--- src/rtl/pcore_pkg.sv ---
`timescale 1ns/1ps
package pcore_pkg;
  localparam int DW   = 8;
  localparam int NREG = 4;
  localparam int RIW  = $clog2(NREG);
  localparam int OPW  = 4;

  typedef logic [DW-1:0] word_t;

  typedef enum logic [1:0] {PH_FETCH = 2'd0, PH_IMM = 2'd1, PH_EXEC = 2'd2} phase_t;
  typedef enum logic [1:0] {AS_PC = 2'd0, AS_IMM = 2'd1, AS_SRC = 2'd2} asel_t;
  typedef enum logic [1:0] {WS_IMM = 2'd0, WS_SRC = 2'd1, WS_MEM = 2'd2, WS_ALU = 2'd3} wsel_t;

  localparam logic [OPW-1:0] OP_AND = 4'h0, OP_OR  = 4'h1, OP_ADD = 4'h2, OP_SUB = 4'h3;
  localparam logic [OPW-1:0] OP_LDR = 4'h4, OP_STR = 4'h5, OP_MOV = 4'h6, OP_NOP = 4'h7;
  localparam logic [OPW-1:0] OP_JZ  = 4'h8, OP_JNZ = 4'h9, OP_JPOS = 4'hA, OP_JNEG = 4'hB;
  localparam logic [OPW-1:0] OP_LDA = 4'hC, OP_STA = 4'hD, OP_LDI = 4'hE, OP_JMP = 4'hF;

  function automatic word_t alu_f(input logic [1:0] sel, input word_t d, input word_t s);
    case (sel)
      2'd0:    return d & s;
      2'd1:    return d | s;
      2'd2:    return d + s;
      default: return d - s;
    endcase
  endfunction

  function automatic logic jump_ok(input logic [1:0] sel, input word_t v);
    logic is_zero, is_neg;
    is_zero = (v == '0);
    is_neg  = v[DW-1];
    case (sel)
      2'd0:    return is_zero;
      2'd1:    return !is_zero;
      2'd2:    return !is_zero && !is_neg;
      default: return is_neg;
    endcase
  endfunction
endpackage

--- src/rtl/pcore_phase.sv ---
`timescale 1ns/1ps
module pcore_phase import pcore_pkg::*; (
  input  logic   clk,
  input  logic   rst,
  output phase_t ph
);
  always_ff @(posedge clk) begin
    if (rst) ph <= PH_FETCH;
    else begin
      case (ph)
        PH_FETCH: ph <= PH_IMM;
        PH_IMM:   ph <= PH_EXEC;
        default:  ph <= PH_FETCH;
      endcase
    end
  end

  assert_exec_wraps_R2: assert property (@(posedge clk) disable iff (rst)
    ph == PH_EXEC |=> ph == PH_FETCH);
  assert_fetch_then_slot_R2: assert property (@(posedge clk) disable iff (rst)
    ph == PH_FETCH |=> ph == PH_IMM);
endmodule

--- src/rtl/pcore_regfile.sv ---
`timescale 1ns/1ps
module pcore_regfile import pcore_pkg::*; #(
  parameter int NR = NREG,
  parameter int W  = DW
) (
  input  logic                  clk,
  input  logic                  rst,
  input  logic                  we,
  input  logic [$clog2(NR)-1:0] widx,
  input  logic [W-1:0]          wdata,
  input  logic [$clog2(NR)-1:0] dsel,
  input  logic [$clog2(NR)-1:0] ssel,
  output logic [W-1:0]          dval,
  output logic [W-1:0]          sval
);
  localparam int IW = $clog2(NR);

  logic [NR-1:0][W-1:0] bank;

  for (genvar g = 0; g < NR; g++) begin : g_reg
    logic [W-1:0] q;
    always_ff @(posedge clk) begin
      if (rst) q <= '0;
      else if (we && widx == IW'(g)) q <= wdata;
    end
    assign bank[g] = q;
  end

  assign dval = bank[dsel];
  assign sval = bank[ssel];

  assert_bank_quiet_R8: assert property (@(posedge clk) disable iff (rst)
    !we |=> $stable(bank));
  assert_write_lands_R5: assert property (@(posedge clk) disable iff (rst)
    we |=> bank[$past(widx)] == $past(wdata));
endmodule

--- src/rtl/pcore_decode.sv ---
`timescale 1ns/1ps
module pcore_decode import pcore_pkg::*; (
  input  phase_t         ph,
  input  logic [OPW-1:0] op,
  input  word_t          dval,
  output logic           ir_ld,
  output logic           imm_ld,
  output logic           pc_inc,
  output logic           pc_jmp,
  output asel_t          asel,
  output logic           mem_we,
  output logic           rf_we,
  output wsel_t          wsel
);
  logic two_byte;
  logic cond_hit;

  assign two_byte = op[OPW-1];
  assign cond_hit = jump_ok(op[1:0], dval);

  always_comb begin
    ir_ld  = 1'b0;
    imm_ld = 1'b0;
    pc_inc = 1'b0;
    pc_jmp = 1'b0;
    asel   = AS_PC;
    mem_we = 1'b0;
    rf_we  = 1'b0;
    wsel   = WS_ALU;
    case (ph)
      PH_FETCH: begin
        ir_ld  = 1'b1;
        pc_inc = 1'b1;
      end
      PH_IMM: begin
        imm_ld = two_byte;
        pc_inc = two_byte;
      end
      PH_EXEC: begin
        case (op)
          OP_AND, OP_OR, OP_ADD, OP_SUB: begin
            rf_we = 1'b1;
            wsel  = WS_ALU;
          end
          OP_LDR: begin
            asel  = AS_SRC;
            rf_we = 1'b1;
            wsel  = WS_MEM;
          end
          OP_STR: begin
            asel   = AS_SRC;
            mem_we = 1'b1;
          end
          OP_MOV: begin
            rf_we = 1'b1;
            wsel  = WS_SRC;
          end
          OP_JZ, OP_JNZ, OP_JPOS, OP_JNEG: pc_jmp = cond_hit;
          OP_LDA: begin
            asel  = AS_IMM;
            rf_we = 1'b1;
            wsel  = WS_MEM;
          end
          OP_STA: begin
            asel   = AS_IMM;
            mem_we = 1'b1;
          end
          OP_LDI: begin
            rf_we = 1'b1;
            wsel  = WS_IMM;
          end
          OP_JMP: pc_jmp = 1'b1;
          default: ;
        endcase
      end
      default: ;
    endcase
  end
endmodule

--- src/rtl/pcore_top.sv ---
`timescale 1ns/1ps
module pcore_top import pcore_pkg::*; (
  input  logic          clk,
  input  logic          rst,
  output logic [DW-1:0] mem_addr,
  output logic [DW-1:0] mem_wdata,
  input  logic [DW-1:0] mem_rdata,
  output logic          mem_we
);
  phase_t ph;
  word_t  pc, ir, imm;
  word_t  dval, sval, rf_wdata;
  logic   ir_ld, imm_ld, pc_inc, pc_jmp, rf_we;
  asel_t  asel;
  wsel_t  wsel;

  logic [OPW-1:0] op;
  logic [RIW-1:0] rd_idx, rs_idx;
  assign op     = ir[DW-1 -: OPW];
  assign rd_idx = ir[2*RIW-1 -: RIW];
  assign rs_idx = ir[RIW-1:0];

  pcore_phase u_phase (.clk(clk), .rst(rst), .ph(ph));

  pcore_decode u_dec (
    .ph(ph), .op(op), .dval(dval),
    .ir_ld(ir_ld), .imm_ld(imm_ld), .pc_inc(pc_inc), .pc_jmp(pc_jmp),
    .asel(asel), .mem_we(mem_we), .rf_we(rf_we), .wsel(wsel)
  );

  pcore_regfile #(.NR(NREG), .W(DW)) u_rf (
    .clk(clk), .rst(rst), .we(rf_we), .widx(rd_idx), .wdata(rf_wdata),
    .dsel(rd_idx), .ssel(rs_idx), .dval(dval), .sval(sval)
  );

  always_ff @(posedge clk) begin
    if (rst) begin
      pc  <= '0;
      ir  <= '0;
      imm <= '0;
    end else begin
      if (ir_ld)  ir  <= mem_rdata;
      if (imm_ld) imm <= mem_rdata;
      if (pc_jmp)      pc <= imm;
      else if (pc_inc) pc <= pc + 1'b1;
    end
  end

  always_comb begin
    case (asel)
      AS_IMM:  mem_addr = imm;
      AS_SRC:  mem_addr = sval;
      default: mem_addr = pc;
    endcase
  end

  always_comb begin
    case (wsel)
      WS_IMM:  rf_wdata = imm;
      WS_SRC:  rf_wdata = sval;
      WS_MEM:  rf_wdata = mem_rdata;
      default: rf_wdata = alu_f(op[1:0], dval, sval);
    endcase
  end

  assign mem_wdata = dval;

  assert_slot_addr_is_pc_R9: assert property (@(posedge clk) disable iff (rst)
    ph != PH_EXEC |-> mem_addr == pc);
  assert_fetch_step_R2: assert property (@(posedge clk) disable iff (rst)
    ph == PH_FETCH |=> pc == DW'($past(pc) + 1'b1));
  assert_short_hold_R2: assert property (@(posedge clk) disable iff (rst)
    (ph == PH_IMM && !ir[DW-1]) |=> pc == $past(pc));
  assert_jmp_target_R8: assert property (@(posedge clk) disable iff (rst)
    (ph == PH_EXEC && op == OP_JMP) |=> pc == $past(imm));
  assert_we_exec_only_R6: assert property (@(posedge clk) disable iff (rst)
    mem_we |-> ph == PH_EXEC);
  assert_short_exec_keeps_pc_R7: assert property (@(posedge clk) disable iff (rst)
    (ph == PH_EXEC && !ir[DW-1]) |=> $stable(pc));
endmodule

--- config.mk ---
export PLATFORM = sky130hd
export DESIGN_NAME = pcore_top
export DESIGN_NICKNAME = d
export VERILOG_FILES = /design/src/rtl/pcore_pkg.sv /design/src/rtl/pcore_phase.sv /design/src/rtl/pcore_regfile.sv /design/src/rtl/pcore_decode.sv /design/src/rtl/pcore_top.sv
export SDC_FILE = /design/constraint.sdc
export NUM_CORES = 1
export LEC_CHECK = 0
export BUFFER_PORTS_ARGS = -buffer_cell sky130_fd_sc_hd__buf_4
export CELL_PAD_IN_SITES_DETAIL_PLACEMENT = 1
export CELL_PAD_IN_SITES_GLOBAL_PLACEMENT = 1
export CORE_MARGIN = 1
export CORE_UTILIZATION = 50
export DETAILED_ROUTE_END_ITERATION = 10
export GPL_TIMING_DRIVEN = 0
export PLACE_DENSITY_LB_ADDON = 0.1
export SLEW_MARGIN = 15
export SYNTH_ARGS = -nofsm -noshare
export SYNTH_HDL_FRONTEND = slang
export SYNTH_SLANG_ARGS = --single-unit
--- constraint.sdc ---
create_clock -name clk -period 8.6 [get_ports clk]
set_clock_uncertainty 0.15 [all_clocks]
set_input_delay 0.86 -clock clk [delete_from_list [all_inputs] [get_ports clk]]
set_output_delay 0.86 -clock clk [all_outputs]
set_load 0.03 [all_outputs]
== After elaboration in Yosys (flattened, before gate mapping) ==
Cells that the tools add are included.
Operators by class
  $add $sub $neg: 3
  magnitude comparators: 2
  equal/unequal tests: 25
  multiplexer cells: 24
  bitwise logic cells: 2
  reduce and logical (&&, ||, !) cells: 20
Operators by type and width (count)
  8-bit case mux with 3 select lines: 2
  8-bit binary-select mux with 2-bit select: 2
  4-bit equality test (second input constant): 8
  8-bit 2-to-1 mux: 4
  8-bit case mux with 2 select lines: 1
  2-bit equality test (second input constant): 6
  4-bit by 3-bit equality test with 1-bit output (second input constant): 3
  2-bit by 1-bit equality test with 1-bit output (second input constant): 5
  8-bit by 1-bit adder with 8-bit output (second input constant): 1
  8-bit adder: 1
  8-bit bitwise AND: 1
  4-bit by 2-bit equality test with 1-bit output (second input constant): 2
  2-bit logical NOT: 4
  8-bit logical NOT: 1
  8-bit bitwise OR: 1
  2-bit case mux with 2 select lines: 2
  2-bit OR reduction: 4
  8-bit OR reduction: 1
  8-bit subtractor: 1
  1-bit 2-to-1 mux: 7
  2-bit by 3-bit less-than comparator with 1-bit output (second input constant): 2
  2-bit case mux with 3 select lines: 1
  1-bit logical AND: 5
  4-bit by 1-bit equality test with 1-bit output (second input constant): 1
  other kinds (7): 10
Word-level totals
  register bits: 58
  input bits: 10
  output and inout bits: 17
  word-level logic and storage cells: 84

== Depth between registers and ports, before layout ==
  depth after elaboration: 9
  gate-level depth with buffers: 15
  gate-level depth less buffers: 14

== By module ==
A second synthesis with hierarchy kept.
Second synthesis, totals
  cells, all modules: 415
  area total of the unflattened synthesis: 3860.0 sq um
By module, submodules not included
  pcore_top: times used 1, cells each 247, area an instance 1966.9 sq um, seq. area each 480.5 sq um
  pcore_regfile: times used 1, cells each 138, area an instance 1676.6 sq um, seq. area each 640.6 sq um
  pcore_decode: times used 1, cells each 26, area an instance 153.9 sq um, seq. area each 0.0 sq um
  pcore_phase: times used 1, cells each 4, area an instance 62.6 sq um, seq. area each 40.0 sq um

== Least setup slack after synthesis ==
No wires, ideal clock.
  path kind: reg2out
  start point: reg ir[5]
  end point: out mem_addr[5]
  arrival time: 2354 ps
  data required time: 7590 ps
  setup slack: 5236 ps
  stages on the path, launching flop included: 7
  path buffers: 3
  cell sequence: dfxtp_1 -> buf_1 -> clkbuf_1 -> or3_1 -> ha_1 -> buf_1 -> o21ai_0
On the way
  longest elaborated chain between the ends: 6
  elaborated cells between the ends (all ways): 11
  those cells by class: 6 x eq/ne; 3 x mux; 2 x reduce/logical
Ends and longest elaborated chain
  start: declaration: RTL line pcore_top.sv:11  | word_t pc, ir, imm;
  start signal: assignment: RTL line pcore_top.sv:42  | if (ir_ld) ir <= mem_rdata;
  4-bit equality test / 4-bit by 3-bit equality test with 1-bit output (equally long branches): RTL line pcore_decode.sv:40  | case (op)
  2-bit OR reduction (no source line)
  2-bit case mux with 2 select lines *: RTL line pcore_decode.sv:40
  2-bit 2-to-1 mux *: RTL line pcore_decode.sv:30  | case (ph)
  2-bit equality test / 2-bit by 1-bit equality test with 1-bit output (equally long branches): RTL line pcore_top.sv:50  | case (asel)
  8-bit case mux with 2 select lines *: RTL line pcore_top.sv:50
  end: declaration: RTL line pcore_top.sv:5  | output logic [DW-1:0] mem_addr,
Every way passes the cells marked *; elsewhere a longest branch is shown, timed or not.

== Final worst setup path ==
  start point: reg ir[1]
  end point: reg u_rf.g_reg[1].q[6]
On the way
  longest elaborated chain between the ends: 5
  elaborated cells between the ends (all ways): 8
  those cells by class: 2 x add/sub; 4 x mux; 2 x bitwise
Ends and longest elaborated chain
  8-bit binary-select mux with 2-bit select *: RTL line pcore_regfile.sv:30  | assign sval = bank[ssel];
  8-bit 2-to-1 mux (implied by the code) *: RTL line pcore_regfile.sv:30
  8-bit subtractor (tied with other cells): RTL line pcore_pkg.sv:24  | default: return d - s;
  8-bit case mux with 3 select lines: RTL line pcore_pkg.sv:20  | case (sel)
  8-bit case mux with 3 select lines *: RTL line pcore_top.sv:58  | case (wsel)
  end signal: assignment: RTL line pcore_regfile.sv:24  | else if (we && widx == IW'(g)) q <= wdata;
  end: declaration: RTL line pcore_regfile.sv:21  | logic [W-1:0] q;
Every way passes the cells marked *; elsewhere a longest branch is shown, timed or not. The select of a mux whose other input is x is not followed.
A chain may end at the register's enable or synchronous reset.

==> impl_metrics.yaml <==
sta:
  setup_viol: 0
  worstMarginPinSlew_ns: 0.698
  relSlewSlack: 0.533
  fmax_mhz: 244
  fin_crit_sh: 0.477
  finalSetupTns_ns: 0
  hold_viol_final: 0
  final_max_slew_viol_count: 0
  fin_crit_ns: 4.10
  rsz0062_at_grt: "false"
global_route:
  grt_pass1_vias: 3683
  grt_max_degree: 13
  antenna_found_initial: 0
  grt_pass1_wl_um: 20000
  grt_use_total: 0.352
  grt_overflow_total: 0
layout:
  final_nets: 497
  stdcell_count: 577
  ff_latch_area_um2: 1160
  multiInputGateArea_um2: 2390
  antennaDiodeCount: 0
  nFillCells: 889
  area_delta_synth_final_pct: 14.5
  drive_gt1_frac: 0.144
die:
  core_um2: 7210
  io-pin-count: 27
  start_util: 0.514
  die_w_um: 88.1
  die_area_um2: 7760
  rows: 31
  die_h_um: 88.1
synth:
  synth_seq_cells: 58
  synth_edf_count: 0
  synth_nets: 461
  yosys_warnings: 0
  syn-instance-count: 437
  netlist_area_um2: 3710
  yosysSeqAreaShare: 0.313
  syn_area_per_cell_um2: 8.48
  async_flop_share: 0
  ys.flop_type: "dfxtp_1"
  ys_types: 49
route:
  dr.first_iter.drc_count: 299
  routed_wl_um: 12600
  post-route-drc-count: 0
  vias: 3640
  firstDrtPassIters: 5
  vias_per_cell: 6.31
  wl_per_cell_um: 21.8
  antenna_left: 0
power:
  p_int_w: 0.000483
  power.share.combinational: 0.160
  seqPwrFrac: 0.415
  p_sw_w: 0.000211
  sw_frac_of_total: 0.304
  power_density_nw_per_um2: 163
  p_leak_nw: 1.58
  p_clk_frac: 0.425
  ir_drop_mv: 0.0923
placement:
  place_inst: 561
  gp_congestion: 0.930
  dp_hpwl_um: 9200
  io_buffers: 25
worst_setup_path:
  worstSetupStartpointType: "register"
  cp_common_cell: "a21oi_1"
  critPathSlowestCell: "mux4_1"
  rrSetupSlack_ns: 4.50
  path_class: "register to register"
  crit_family: "compound AO/OA/AOI/OAI gates"
  cp.buffers_inverters: 2
  worstSetupEndpointType: "register"
  cp_cell_sequence: "clkbuf_1 > mux4_1 > inv_1 > ha_1 > nand2_1 > o21ai_0 > fa_1 > a21o_1 > a21oi_1 > o21bai_1 > a21oi_1 > xor2_1 > o21a_1 > a211oi_1"
  worstPathArrival_ns: 4.16
  critPathMaxStageDelay_ns: 0.52
  cp.required_ns: 8.66
  cp_max_fo: 9
clock_network:
  h-tree-depth: 3
  cts_root_buffer: "clkbuf_8"
  clockBufferDepth: 2
  clock-sinks: 58
  numCtsBuffers: 9
  clk_latency_ns: 0.36
  postCtsHoldBufs: 0
  post_cts_buffers: 0
  cts_resized: 0
  cts_tree: "done"
  path_clk_slew_ns: 0.08
min_path:
  hold_path.class: "register to register"
status:
  outcome: "finished clean"
flow_run:
  drv_cap: 0
per-layer routing:
layer / routed length (um) / global-route usage / vias to the layer above
met1: 5290 / 0.457 / 1808
met4: 441 / 0.167 / 0
li1: - / - / 1649
met5: 0 / 0 / -
met3: 792 / 0.0622 / 37
met2: 6060 / 0.569 / 146
layout by cell type (no fill, tap or decap), types with 3 or more instances in the layout:
cell type / n
clkinv_4: 3
mux4_2: 14
xnor2_1: 15
mux2i_1: 18
xor2_1: 3
buf_1: 5
a31oi_1: 6
clkbuf_1: 22
maj3_1: 4
a311oi_1: 5
ha_1: 13
nand2_1: 64
dfxtp_1: 58
o21ai_0: 22
nand3b_1: 6
mux4_1: 4
nor2_1: 51
nor2b_1: 4
clkbuf_8: 9
nand2b_1: 5
and3_1: 3
a21oi_1: 37
o31ai_1: 3
a22oi_1: 8
inv_1: 8
or3_1: 4
o21ai_2: 6
buf_4: 26
a211oi_1: 12
nor3_1: 4
nand3_1: 5
cell usage after synthesis, types with 6 or more instances:
cell      instances  area (um^2)
a21oi_1          37          185
a22oi_1           8         60.1
nor2_1           51          191
a211oi_1         12         90.1
mux2i_1          18          180
o21ai_0          22          110
a31oi_1           6         37.5
nand2_1          64          240
nand3b_1          6         45.0
o21ai_2           6         52.6
clkbuf_1         22         82.6
mux4_2           14          315
xnor2_1          15          131
ha_1             13          163
inv_1             8         30.0
dfxtp_1          58         1160
cell type report:
cell class	instances	share of cell area
Tap cell	99	0.0292
Clock buffer	9	0.0292
Multi-Input combinational cell	340	0.562
Clock inverter	7	0.0242
Sequential cell	58	0.274
Buffer	30	0.0295
Inverter	9	0.00796
Timing Repair Buffer	25	0.0442
kinds of logic (layout without fill, tap and decap cells):
logic type	after synthesis	after routing	synth area share
and+or+nand+nor	157	157	0.189
AOI/OAI and AO/OA	109	109	0.183
DFF	58	58	0.313
buffers and inverters	39	80	0.0429
muxes	37	37	0.165
xor gates and xnor gates	19	19	0.0469
adders and majority gates	18	18	0.0601
tightest hold or removal path, cell delays in order (launching register included):
cell     delay, ns
dfxtp_1       0.32
nand2_1       0.05
a21oi_1       0.05
power by group through the flow:
stage	Clock [W]	Combinational, W	Sequential (W)
3_3_place_gp	0	0.000105	0.000293
5_1_grt	0.000309	0.000120	0.000289
4_1_cts	0.000296	0.000110	0.000287
6_report	0.000295	0.000111	0.000288
2_1_floorplan	0	0.0000757	0.000290
3_5_place_dp	0	0.000108	0.000294
state kept, by name (all words and copies together), names as in the netlist:
name,cells
imm,8
ir,8
pc,8
u_rf.g.q,32
u_phase.ph,2
through the flow:
stage | cell area (um^2) | setup slack [ns] | utilization | power, W | hold slack, ns
floorplan | 3710 | 5.24 | - | 0.000365 | 0.291
global placement | 4020 | 4.71 | 0.557 | 0.000398 | 0.302
detailed placement | 4020 | 4.60 | 0.557 | 0.000402 | 0.314
CTS | 4250 | 4.56 | 0.588 | 0.000693 | 0.323
global route | 4250 | 4.27 | 0.588 | 0.000717 | 0.346
finish | 4250 | 4.50 | 0.588 | 0.000694 | 0.324
path summary, 6_finish.rpt:
kind / start / end / depth (start not counted)
setup reg to reg: ir[1] / u_rf.g_reg[1].q[6] / 14
setup / recovery: ir[1] / u_rf.g_reg[1].q[6] / 14
hold / removal: u_rf.g_reg[2].q[3] / u_rf.g_reg[2].q[3] / 2
hold reg to reg: u_rf.g_reg[2].q[3] / u_rf.g_reg[2].q[3] / 2
Power figures use the tool's default switching activity.
